--- src/rtl/flash_cmd_pkg.sv ---
package flash_cmd_pkg;

    typedef enum logic [7:0] {
        OP_PROGRAM     = 8'h02,
        OP_CLR_WEL     = 8'h04,
        OP_GET_STATUS  = 8'h05,
        OP_SET_WEL     = 8'h06,
        OP_ERASE_SMALL = 8'h20,
        OP_LOCK_SECT   = 8'h36,
        OP_UNLOCK_SECT = 8'h39,
        OP_ERASE_LARGE = 8'hD8
    } op_e;

    localparam int STAT_WEL_BIT = 1;

    function automatic logic is_array_op(input logic [7:0] op);
        return (op == OP_PROGRAM) || (op == OP_ERASE_SMALL) || (op == OP_ERASE_LARGE);
    endfunction

    function automatic logic [7:0] status_byte(input logic wel);
        logic [7:0] s;
        s = '0;
        s[STAT_WEL_BIT] = wel;
        return s;
    endfunction

endpackage

--- src/rtl/spi_frame_rx.sv ---
module spi_frame_rx #(
    parameter int ADDR_BYTES  = 3,
    parameter int SYNC_STAGES = 2,
    localparam int ADDR_W      = 8 * ADDR_BYTES,
    localparam int FRAME_BYTES = 1 + ADDR_BYTES,
    localparam int CNT_W       = $clog2(FRAME_BYTES + 1)
) (
    input  logic              clk,
    input  logic              rst_n,
    input  logic              spi_cs_n,
    input  logic              spi_sclk,
    input  logic              spi_mosi,
    output logic              cs_active,
    output logic              cs_rise,
    output logic              sclk_fall,
    output logic [7:0]        opcode,
    output logic [ADDR_W-1:0] addr,
    output logic [2:0]        bitpos,
    output logic [CNT_W-1:0]  nbytes
);

    typedef struct packed {
        logic [SYNC_STAGES:0]   cs_p;
        logic [SYNC_STAGES:0]   sclk_p;
        logic [SYNC_STAGES-1:0] mosi_p;
        logic [6:0]             shreg;
        logic [2:0]             bitpos;
        logic [CNT_W-1:0]       nbytes;
        logic [7:0]             opcode;
        logic [ADDR_W-1:0]      addr;
    } rx_t;

    rx_t q, d;
    logic cs_cur, sclk_cur, sclk_rise, mosi_cur;
    logic [7:0] new_byte;

    always_comb begin
        cs_cur    = q.cs_p[SYNC_STAGES-1];
        sclk_cur  = q.sclk_p[SYNC_STAGES-1];
        mosi_cur  = q.mosi_p[SYNC_STAGES-1];
        cs_active = !cs_cur;
        cs_rise   = cs_cur && !q.cs_p[SYNC_STAGES];
        sclk_rise = sclk_cur && !q.sclk_p[SYNC_STAGES];
        sclk_fall = !sclk_cur && q.sclk_p[SYNC_STAGES];
        new_byte  = {q.shreg, mosi_cur};

        d        = q;
        d.cs_p   = {q.cs_p[SYNC_STAGES-1:0], spi_cs_n};
        d.sclk_p = {q.sclk_p[SYNC_STAGES-1:0], spi_sclk};
        d.mosi_p = {q.mosi_p[SYNC_STAGES-2:0], spi_mosi};

        if (cs_cur) begin
            d.shreg  = '0;
            d.bitpos = '0;
            d.nbytes = '0;
        end else if (sclk_rise) begin
            d.shreg  = new_byte[6:0];
            d.bitpos = q.bitpos + 3'd1;
            if (q.bitpos == 3'd7) begin
                if (q.nbytes == '0) begin
                    d.opcode = new_byte;
                end else if (q.nbytes < CNT_W'(FRAME_BYTES)) begin
                    d.addr = {q.addr[ADDR_W-9:0], new_byte};
                end
                if (q.nbytes < CNT_W'(FRAME_BYTES)) begin
                    d.nbytes = q.nbytes + CNT_W'(1);
                end
            end
        end
    end

    always_ff @(posedge clk or negedge rst_n) begin
        if (!rst_n) begin
            q        <= '0;
            q.cs_p   <= '1;
        end else begin
            q <= d;
        end
    end

    assign opcode = q.opcode;
    assign addr   = q.addr;
    assign bitpos = q.bitpos;
    assign nbytes = q.nbytes;

endmodule

--- src/rtl/flash_cmd_exec.sv ---
module flash_cmd_exec
    import flash_cmd_pkg::*;
#(
    parameter int ADDR_BYTES = 3,
    parameter int NUM_SECT   = 128,
    parameter int SECT_LSB   = 16,
    localparam int ADDR_W      = 8 * ADDR_BYTES,
    localparam int FRAME_BYTES = 1 + ADDR_BYTES,
    localparam int CNT_W       = $clog2(FRAME_BYTES + 1),
    localparam int SECT_W      = $clog2(NUM_SECT)
) (
    input  logic                clk,
    input  logic                rst_n,
    input  logic                cs_rise,
    input  logic [7:0]          opcode,
    input  logic [ADDR_W-1:0]   addr,
    input  logic [2:0]          bitpos,
    input  logic [CNT_W-1:0]    nbytes,
    output logic                wel,
    output logic [NUM_SECT-1:0] prot,
    output logic                cmd_ok,
    output logic                cmd_rej,
    output logic [7:0]          cmd_op,
    output logic [ADDR_W-1:0]   cmd_addr
);

    typedef struct packed {
        logic                wel;
        logic [NUM_SECT-1:0] prot;
        logic                ok;
        logic                rej;
        logic [7:0]          op;
        logic [ADDR_W-1:0]   addr;
    } ex_t;

    ex_t q, d;
    logic aligned, full;
    logic [SECT_W-1:0] sect;

    always_comb begin
        aligned = (bitpos == 3'd0) && (nbytes != '0);
        full    = (nbytes == CNT_W'(FRAME_BYTES));
        sect    = addr[SECT_LSB +: SECT_W];

        d     = q;
        d.ok  = 1'b0;
        d.rej = 1'b0;

        if (cs_rise && aligned) begin
            if (opcode == OP_SET_WEL) begin
                d.wel = 1'b1;
            end else if (opcode == OP_CLR_WEL) begin
                d.wel = 1'b0;
            end else if ((opcode == OP_LOCK_SECT) || (opcode == OP_UNLOCK_SECT)) begin
                if (full && q.wel) begin
                    d.prot[sect] = (opcode == OP_LOCK_SECT);
                    d.wel        = 1'b0;
                end
            end else if (is_array_op(opcode)) begin
                if (full) begin
                    d.op   = opcode;
                    d.addr = addr;
                    d.wel  = 1'b0;
                    if (q.wel && !q.prot[sect]) begin
                        d.ok = 1'b1;
                    end else begin
                        d.rej = 1'b1;
                    end
                end
            end
        end
    end

    always_ff @(posedge clk or negedge rst_n) begin
        if (!rst_n) begin
            q      <= '0;
            q.prot <= '1;
        end else begin
            q <= d;
        end
    end

    assign wel      = q.wel;
    assign prot     = q.prot;
    assign cmd_ok   = q.ok;
    assign cmd_rej  = q.rej;
    assign cmd_op   = q.op;
    assign cmd_addr = q.addr;

endmodule

--- src/rtl/flash_status_tx.sv ---
module flash_status_tx
    import flash_cmd_pkg::*;
#(
    parameter int ADDR_BYTES = 3,
    localparam int FRAME_BYTES = 1 + ADDR_BYTES,
    localparam int CNT_W       = $clog2(FRAME_BYTES + 1)
) (
    input  logic             clk,
    input  logic             rst_n,
    input  logic             cs_active,
    input  logic             sclk_fall,
    input  logic [7:0]       opcode,
    input  logic [2:0]       bitpos,
    input  logic [CNT_W-1:0] nbytes,
    input  logic             wel,
    output logic             spi_miso,
    output logic             spi_miso_oe
);

    typedef struct packed {
        logic miso;
        logic oe;
    } tx_t;

    tx_t q, d;
    logic [7:0] stat;

    always_comb begin
        stat = status_byte(wel);
        d    = q;
        d.oe = cs_active;
        if (!cs_active) begin
            d.miso = 1'b0;
        end else if (sclk_fall && (nbytes != '0) && (opcode == OP_GET_STATUS)) begin
            d.miso = stat[3'd7 - bitpos];
        end
    end

    always_ff @(posedge clk or negedge rst_n) begin
        if (!rst_n) begin
            q <= '0;
        end else begin
            q <= d;
        end
    end

    assign spi_miso    = q.miso;
    assign spi_miso_oe = q.oe;

endmodule

--- src/rtl/spi_flash_cmd_frontend.sv ---
module spi_flash_cmd_frontend #(
    parameter int ADDR_BYTES  = 3,
    parameter int NUM_SECT    = 128,
    parameter int SECT_LSB    = 16,
    parameter int SYNC_STAGES = 2,
    localparam int ADDR_W      = 8 * ADDR_BYTES,
    localparam int FRAME_BYTES = 1 + ADDR_BYTES,
    localparam int CNT_W       = $clog2(FRAME_BYTES + 1)
) (
    input  logic              clk,
    input  logic              rst_n,
    input  logic              spi_cs_n,
    input  logic              spi_sclk,
    input  logic              spi_mosi,
    output logic              spi_miso,
    output logic              spi_miso_oe,
    output logic              cmd_ok,
    output logic              cmd_rej,
    output logic [7:0]        cmd_op,
    output logic [ADDR_W-1:0] cmd_addr
);

    logic                cs_active, cs_rise, sclk_fall, wel;
    logic [7:0]          opcode;
    logic [ADDR_W-1:0]   addr;
    logic [2:0]          bitpos;
    logic [CNT_W-1:0]    nbytes;
    logic [NUM_SECT-1:0] prot;

    spi_frame_rx #(
        .ADDR_BYTES (ADDR_BYTES),
        .SYNC_STAGES(SYNC_STAGES)
    ) i_rx (
        .clk      (clk),
        .rst_n    (rst_n),
        .spi_cs_n (spi_cs_n),
        .spi_sclk (spi_sclk),
        .spi_mosi (spi_mosi),
        .cs_active(cs_active),
        .cs_rise  (cs_rise),
        .sclk_fall(sclk_fall),
        .opcode   (opcode),
        .addr     (addr),
        .bitpos   (bitpos),
        .nbytes   (nbytes)
    );

    flash_cmd_exec #(
        .ADDR_BYTES(ADDR_BYTES),
        .NUM_SECT  (NUM_SECT),
        .SECT_LSB  (SECT_LSB)
    ) i_exec (
        .clk     (clk),
        .rst_n   (rst_n),
        .cs_rise (cs_rise),
        .opcode  (opcode),
        .addr    (addr),
        .bitpos  (bitpos),
        .nbytes  (nbytes),
        .wel     (wel),
        .prot    (prot),
        .cmd_ok  (cmd_ok),
        .cmd_rej (cmd_rej),
        .cmd_op  (cmd_op),
        .cmd_addr(cmd_addr)
    );

    flash_status_tx #(
        .ADDR_BYTES(ADDR_BYTES)
    ) i_tx (
        .clk        (clk),
        .rst_n      (rst_n),
        .cs_active  (cs_active),
        .sclk_fall  (sclk_fall),
        .opcode     (opcode),
        .bitpos     (bitpos),
        .nbytes     (nbytes),
        .wel        (wel),
        .spi_miso   (spi_miso),
        .spi_miso_oe(spi_miso_oe)
    );

endmodule

--- config.mk ---
export PLATFORM = sky130hd
export DESIGN_NAME = spi_flash_cmd_frontend
export DESIGN_NICKNAME = d
export VERILOG_FILES = /design/src/rtl/flash_cmd_pkg.sv /design/src/rtl/spi_frame_rx.sv /design/src/rtl/flash_cmd_exec.sv /design/src/rtl/flash_status_tx.sv /design/src/rtl/spi_flash_cmd_frontend.sv
export SDC_FILE = /design/constraint.sdc
export NUM_CORES = 1
export LEC_CHECK = 0
export ABC_AREA = 1
export CAP_MARGIN = 20
export CORE_MARGIN = 2
export CORE_UTILIZATION = 50
export CTS_CLUSTER_SIZE = 30
export DETAILED_ROUTE_END_ITERATION = 8
export GPL_TIMING_DRIVEN = 0
export PLACE_DENSITY = 0.75
export SYNTH_ARGS = -nofsm -noshare
export SYNTH_HDL_FRONTEND = slang
export SYNTH_SLANG_ARGS = --single-unit
--- constraint.sdc ---
create_clock -name clk -period 2.8 [get_ports clk]
set_clock_uncertainty 0.05 [all_clocks]
set_input_delay 0.56 -clock clk [delete_from_list [all_inputs] [get_ports clk]]
set_output_delay 0.56 -clock clk [all_outputs]
set_load 0.02 [all_outputs]
==> results of run 1 <==
## worst min-delay path by stage
stage	end	slack (ns)	cells after the start
after global routing	i_tx.spi_miso_oe	0.05	1
after CTS	i_exec.wel	0.02	1
after detailed placement	i_rx.d[49]	0.29	0
after floorplan	i_exec.cmd_addr[0]	0.21	0
after global placement	i_rx.mosi_cur	0.29	0
final	i_exec.wel	0.005	1
## power groups by stage
stage	registers, mW	clock network (mW)	logic, mW
after floorplan	3.23	0	0.0136
after global placement	3.22	0	0.0874
after detailed placement	3.23	0	0.0940
after CTS	3.18	3.45	0.0943
after global routing	3.18	3.57	0.104
final	3.18	3.40	0.0894
## cell type report
class	count	area, um2
well taps	285	356.6
clock buffers	37	729.5
fillers	2016	9427
plain buffers	78	450.4
inverters	188	705.7
clock inverters	6	132.6
multi-input cells	883	4787
repair buffers	41	432.9
flip-flops and latches	218	5619
## cell families (layout without fill, tap and decap cells)
group | Yosys count | after routing
and+or+nand+nor | 661 | 661
buffers and inverters | 266 | 350
DFF | 218 | 218
AOI/OAI and AO/OA | 217 | 217
adders and majority gates | 5 | 5
## layer usage
metal  vias up  share of wire
met5         -              0
met4         0          0.047
met3       110          0.081
met2       427           0.45
met1      4647           0.42
li1       4607              -
## Yosys cell counts
library cell	instances	area [um2]
ha_1	5	62.56
buf_2	24	120.1
inv_1	181	679.4
nor4_2	1	12.51
buf_6	15	168.9
dfstp_2	131	3442
nand2_2	2	12.51
dfrtp_1	87	2177
nor4_4	1	21.27
a21oi_1	3	15.01
nor4_1	1	6.260
nor3_1	11	55.05
nand2_4	6	67.56
nand3_2	1	10.01
inv_2	6	22.52
o21ai_1	24	120.1
nand2_1	254	953.4
o21a_1	1	7.510
nor3b_2	2	25.02
clkinv_1	1	3.750
o22ai_1	19	118.9
o21ai_0	168	840.8
buf_4	4	30.03
clkbuf_1	34	127.6
a31oi_1	1	6.260
nor2_2	1	6.260
nand3_1	189	945.9
nor2_1	68	255.2
nand4_1	2	12.51
nor2_4	2	22.52
o41ai_1	1	8.760
nor3_2	120	1201
buf_1	1	3.750
## worst max-delay path, cell delays in order, from the launching register on
cell	delay [ns]
dfrtp_1	0.31
buf_2	0.23
clkbuf_1	0.62
nand2_1	0.11
nand3_1	0.11
nand2_1	0.06
nor2_1	0.18
nor2_1	0.06
nor2_1	0.11
nand2_1	0.12
nand2_1	0.08
nand2_1	0.05
nor2_1	0.15
nand2_1	0.08
nor2_1	0.17
## through the flow
step	hold WS (ns)	setup slack (ns)
after floorplan	0.2144	0.9906
after global placement	0.2852	-7.832
after detailed placement	0.2871	0.3232
after CTS	0.02369	0.2934
after global routing	0.05090	0.08591
final	0.005171	0.2087
==> flow_summary.toml, run 1 <==
[run_status]
status = "finished, final reports clean"

[floorplan]
initial_core_util = 0.5107
fp.dieH_um = 156.1
boundaryPins = 41
fp.dieW_um = 156.1
core-area_um2 = 22640
fp.dieArea_um2 = 24360
fp-row-count = 55

[routing]
vias_per_cell = 5.640
drt-total-wl_um = 30880
first_iter_violations = 841
vias = 9791
wl_per_cell_um = 17.79
drt_pass1_iterations = 7
ant_nets = 0
drc = 0

[logic_synthesis]
synthAdderAreaFrac = 0.005411
synth_cell_types = 33
synth_xor_xnor_area_share = 0
synthMuxAreaShare = 0
synth_compound_area_frac = 0.09663
synth_cells = 1367
syn_area_per_cell_um2 = 8.458
synth_warnings = 0
ys_seq_area_frac = 0.4860
synth_top_family_by_area = "simple AND/OR/NAND/NOR gates"
synthSimpleGateAreaFrac = 0.3120
syn_area_um2 = 11560
synth.net_count = 1377
ys_ff_latch = 218

[cts]
htree_levels = 1
postCtsSetupBuffers = 0
cts_made_buffers = 24
cts_tree = "built"
cts.sink_count = 218
cts_buffer_depth = 3
cts_root_buf = "clkbuf_16"
clk_latency_ns = 0.55
cts.repair.resized = 0
path_clk_slew_ns = 0.06
cts_hold_buf = 0

[pwr]
switching_share = 0.2106
p_switching_mw = 1.404
seqPwrFrac = 0.477
internal_power_mw = 5.261
power.leakage_nw = 4.991
totalPowerFinal_mw = 6.664
powerDensity_nw_per_um2 = 504.3
pwr-share-comb = 0.013
pwr-share-clk = 0.510
peakVddDrop_mv = 0.3844

[placement]
dp.final_hpwl_um = 20150
dp_cells = 1693
dpl_cell_area_um2 = 12350
place.gp.congestion = 0.9164
io_buffers = 40

[timing]
rsz0062_at_grt = "no"
slew-limit-headroom = 0.4666
maxSlewViolCount = 0
fin_crit_sh = 0.9255
tns_ns = 0
fmax_ghz = 0.3859
finalHoldViolCount = 0
tightest_slew_ns = 0.8001
finalSetupViolCount = 0
period_minus_slack_ns = 2.591

[global_routing]
grt_max_degree = 128
grt_pass1_wl_um = 49560
grtUsageMet2 = 0.4107
grt_util_met1 = 0.3435
grt_overflow_total = 0
grt_antenna_before_repair = 0
top_usage_layer = "met2"
grt_util_all_layers = 0.2571
grt_util_met3 = 0.04667
grt_pass1_vias = 9533

[critical_path]
required_ns = 3.21
crit_path_end_kind = "flip-flop"
rr_worst_depth = 14
worstSetupPathType = "reg2reg"
cp-start-kind = "flip-flop"
r2r-end = "i_exec.cmd_ok"
critPathArrivalTime_ns = 3.00
endpoint = "i_exec.cmd_ok"
r2r_slack_ns = 0.21
cp_max_fo = 10
r2r-start = "i_rx.addr[16]"
cp-startpoint = "i_rx.addr[16]"

[final_layout]
final_cells = 1736
final_cell_mix = "nand2_1, nand3_1, inv_1, o21ai_0, dfstp_2"
antenna_cells = 0
fin_util = 0.5836
stdcell_area_um2 = 13210
syn_to_final_growth_pct = 14.28
final_common_cell = "nand2_1"
fin_nets = 1444
drive_above_1_share = 0.2453

[hold_path]
hold_class = "in2async"

[run]
drv_cap = 0
(Power assumes the default switching activity.)
==> inputs of run 2 (changes only) <==
--- a/config.mk
+++ b/config.mk
@@ -9,6 +9,7 @@
 export CAP_MARGIN = 20
 export CORE_MARGIN = 2
 export CORE_UTILIZATION = 50
+export CTS_BUF_LIST = sky130_fd_sc_hd__clkbuf_8
 export CTS_CLUSTER_SIZE = 30
 export DETAILED_ROUTE_END_ITERATION = 8
 export GPL_TIMING_DRIVEN = 0
==> run 2 against run 1 <==
- register-to-register slack about the same
- global-route usage grew 0.33 points
- cell area down 0.48%
- utilization is 0.28 points lower
- non-clock buffer count is the same
- count of clock-buffer cells in the layout increased by 15
- setup slack worse by 0.0036 ns
- largest cell class unchanged
- maximum frequency is 0.14% lower
- cell count rose by 1.6%
- sequential power hardly changed
- critical path depth stayed put
- highest routed layer unchanged
==> flow_summary.toml, run 2 (synthesized netlist as in run 1, its figures left out) <==
[run_status]
status = "finished, final reports clean"

[cts]
cts.sink_count = 218
postCtsSetupBuffers = 0
cts_made_buffers = 38
htree_levels = 2
cts.repair.resized = 0
clk_latency_ns = 0.55
cts_root_buf = "clkbuf_8"
cts_buffer_depth = 3
path_clk_slew_ns = 0.06
cts_tree = "built"
cts_hold_buf = 0

[floorplan]
fp.dieW_um = 156.1
fp-row-count = 55
core-area_um2 = 22640
fp.dieArea_um2 = 24360
fp.dieH_um = 156.1
boundaryPins = 41
initial_core_util = 0.5107

[pwr]
switching_share = 0.2260
pwr-share-comb = 0.014
powerDensity_nw_per_um2 = 476.2
internal_power_mw = 4.847
p_switching_mw = 1.415
pwr-share-clk = 0.478
peakVddDrop_mv = 0.4058
seqPwrFrac = 0.507
totalPowerFinal_mw = 6.262
power.leakage_nw = 5.035

[placement]
dp.final_hpwl_um = 20150
place.gp.congestion = 0.9164
io_buffers = 40
dpl_cell_area_um2 = 12350

[timing]
rsz0062_at_grt = "no"
period_minus_slack_ns = 2.595
tns_ns = 0
fmax_ghz = 0.3854
finalHoldViolCount = 0
fin_crit_sh = 0.9267
maxSlewViolCount = 0
finalSetupViolCount = 0
tightest_slew_ns = 0.7805
slew-limit-headroom = 0.4797

[critical_path]
required_ns = 3.20
cp.depth = 14
cp-startpoint = "i_rx.addr[16]"
path_cells = "buf_2 > clkbuf_1 > nand2_1 > nand3_1 > nand2_1 > nor2_1 > nor2_1 > nor2_1 > nand2_1 > nand2_1 > nand2_1 > nor2_1 > nand2_1 > nor2_1"
critPathArrivalTime_ns = 2.99
r2r-start = "i_rx.addr[16]"
crit_path_frequent_cell = "nand2_1"
rr_worst_depth = 14
r2r_slack_ns = 0.21
crit_path_end_kind = "flip-flop"
worstSetupPathType = "reg2reg"
r2r-end = "i_exec.cmd_ok"
cp_max_fo = 10
cp_num_buf_inv = 2
slowest_stage = "clkbuf_1"
cp-start-kind = "flip-flop"
endpoint = "i_exec.cmd_ok"
path_delay_family = "simple AND/OR/NAND/NOR gates"
critPathMaxStageDelay_ns = 0.63

[hold_path]
hold_class = "in2async"

[routing]
drt-total-wl_um = 31020
vias_per_cell = 5.587
vias = 9850
drt_pass1_iterations = 5
wl_per_cell_um = 17.59
drc = 0
ant_nets = 0
first_iter_violations = 842

[global_routing]
grt_pass1_wl_um = 49940
grt_antenna_before_repair = 0
grt_max_degree = 128
grt_util_all_layers = 0.2603
grt_pass1_vias = 9565
grt_overflow_total = 0

[final_layout]
drive_above_1_share = 0.2537
nFillCells = 2021
final_common_cell = "nand2_1"
stdcell_area_um2 = 13150
fin_util = 0.5808
syn_to_final_growth_pct = 13.73
final_cell_mix = "nand2_1, inv_1, nand3_1, o21ai_0, dfstp_2"
antenna_cells = 0
fin_nets = 1458

[run]
drv_cap = 0
[run 2: cell types whose count changed in the layout (fill, tap and decap cells not counted)]
| cell | before | now |
|---|---|---|
| clkinv_16 | 1 | 0 |
| clkbuf_16 | 24 | 0 |
| inv_8 | 0 | 1 |
| clkbuf_1 | 39 | 34 |
| inv_1 | 181 | 194 |
| bufinv_16 | 3 | 0 |
| clkbuf_8 | 8 | 52 |
| clkinv_2 | 1 | 3 |
[run 2: layout make-up]
| type | instances | area (um2) | area share |
|---|---|---|---|
| Buffer | 78 | 450.4 | 0.03425 |
| Inverter | 188 | 705.7 | 0.05366 |
| Tap cell | 285 | 356.6 | 0.02712 |
| Clock buffer | 52 | 715.7 | 0.05442 |
| Sequential cell | 218 | 5619 | 0.4273 |
| Clock inverter | 18 | 82.58 | 0.006280 |
| Timing Repair Buffer | 41 | 432.9 | 0.03292 |
| Multi-Input combinational cell | 883 | 4787 | 0.3640 |
[run 2: routing by layer]
| metal | up-vias | share of wire | GRT usage |
|---|---|---|---|
| li1 | 4645 | - | - |
| met1 | 4659 | 0.42 | 0.3453 |
| met2 | 433 | 0.46 | 0.4145 |
| met3 | 113 | 0.084 | 0.05083 |
| met4 | 0 | 0.045 | 0.1193 |
| met5 | - | 0 | 0 |
[run 2: worst reg2reg max path, delay by kind of cell, from the launching register on]
kind	cells	cell delay, ns
buffers and inverters	2	0.86
flip-flops	1	0.31
AND/OR/NAND/NOR	12	1.29
[run 2: worst min-delay path by stage]
stage	from	end	slack, ns	cells after the start
2_1_floorplan	rst_n	i_exec.cmd_addr[0]	0.21	0
3_3_place_gp	i_rx.d[46]	i_rx.mosi_cur	0.29	0
3_5_place_dp	i_rx.d[48]	i_rx.d[49]	0.29	0
4_1_cts	rst_n	i_exec.cmd_addr[5]	0.02	1
5_1_grt	rst_n	i_rx.bitpos[2]	0.06	1
6_report	rst_n	i_exec.wel	0.01	1
[run 2: power groups by stage]
stage	logic, mW	clock network (mW)	registers (mW)
5_1_grt	0.104	3.21	3.18
3_5_place_dp	0.0940	0	3.23
4_1_cts	0.0942	3.05	3.18
2_1_floorplan	0.0136	0	3.23
3_3_place_gp	0.0874	0	3.22
6_report	0.0891	3.00	3.18
[run 2: through the flow]
step / hold slack (ns) / cells / setup slack [ns]
after floorplan: 0.2144 / 1367 / 0.9906
after global placement: 0.2852 / 1692 / -7.832
after detailed placement: 0.2871 / 1693 / 0.3232
final: 0.01334 / 1763 / 0.2051
after CTS: 0.02257 / 1763 / 0.2471
after global routing: 0.06172 / 1763 / 0.07035
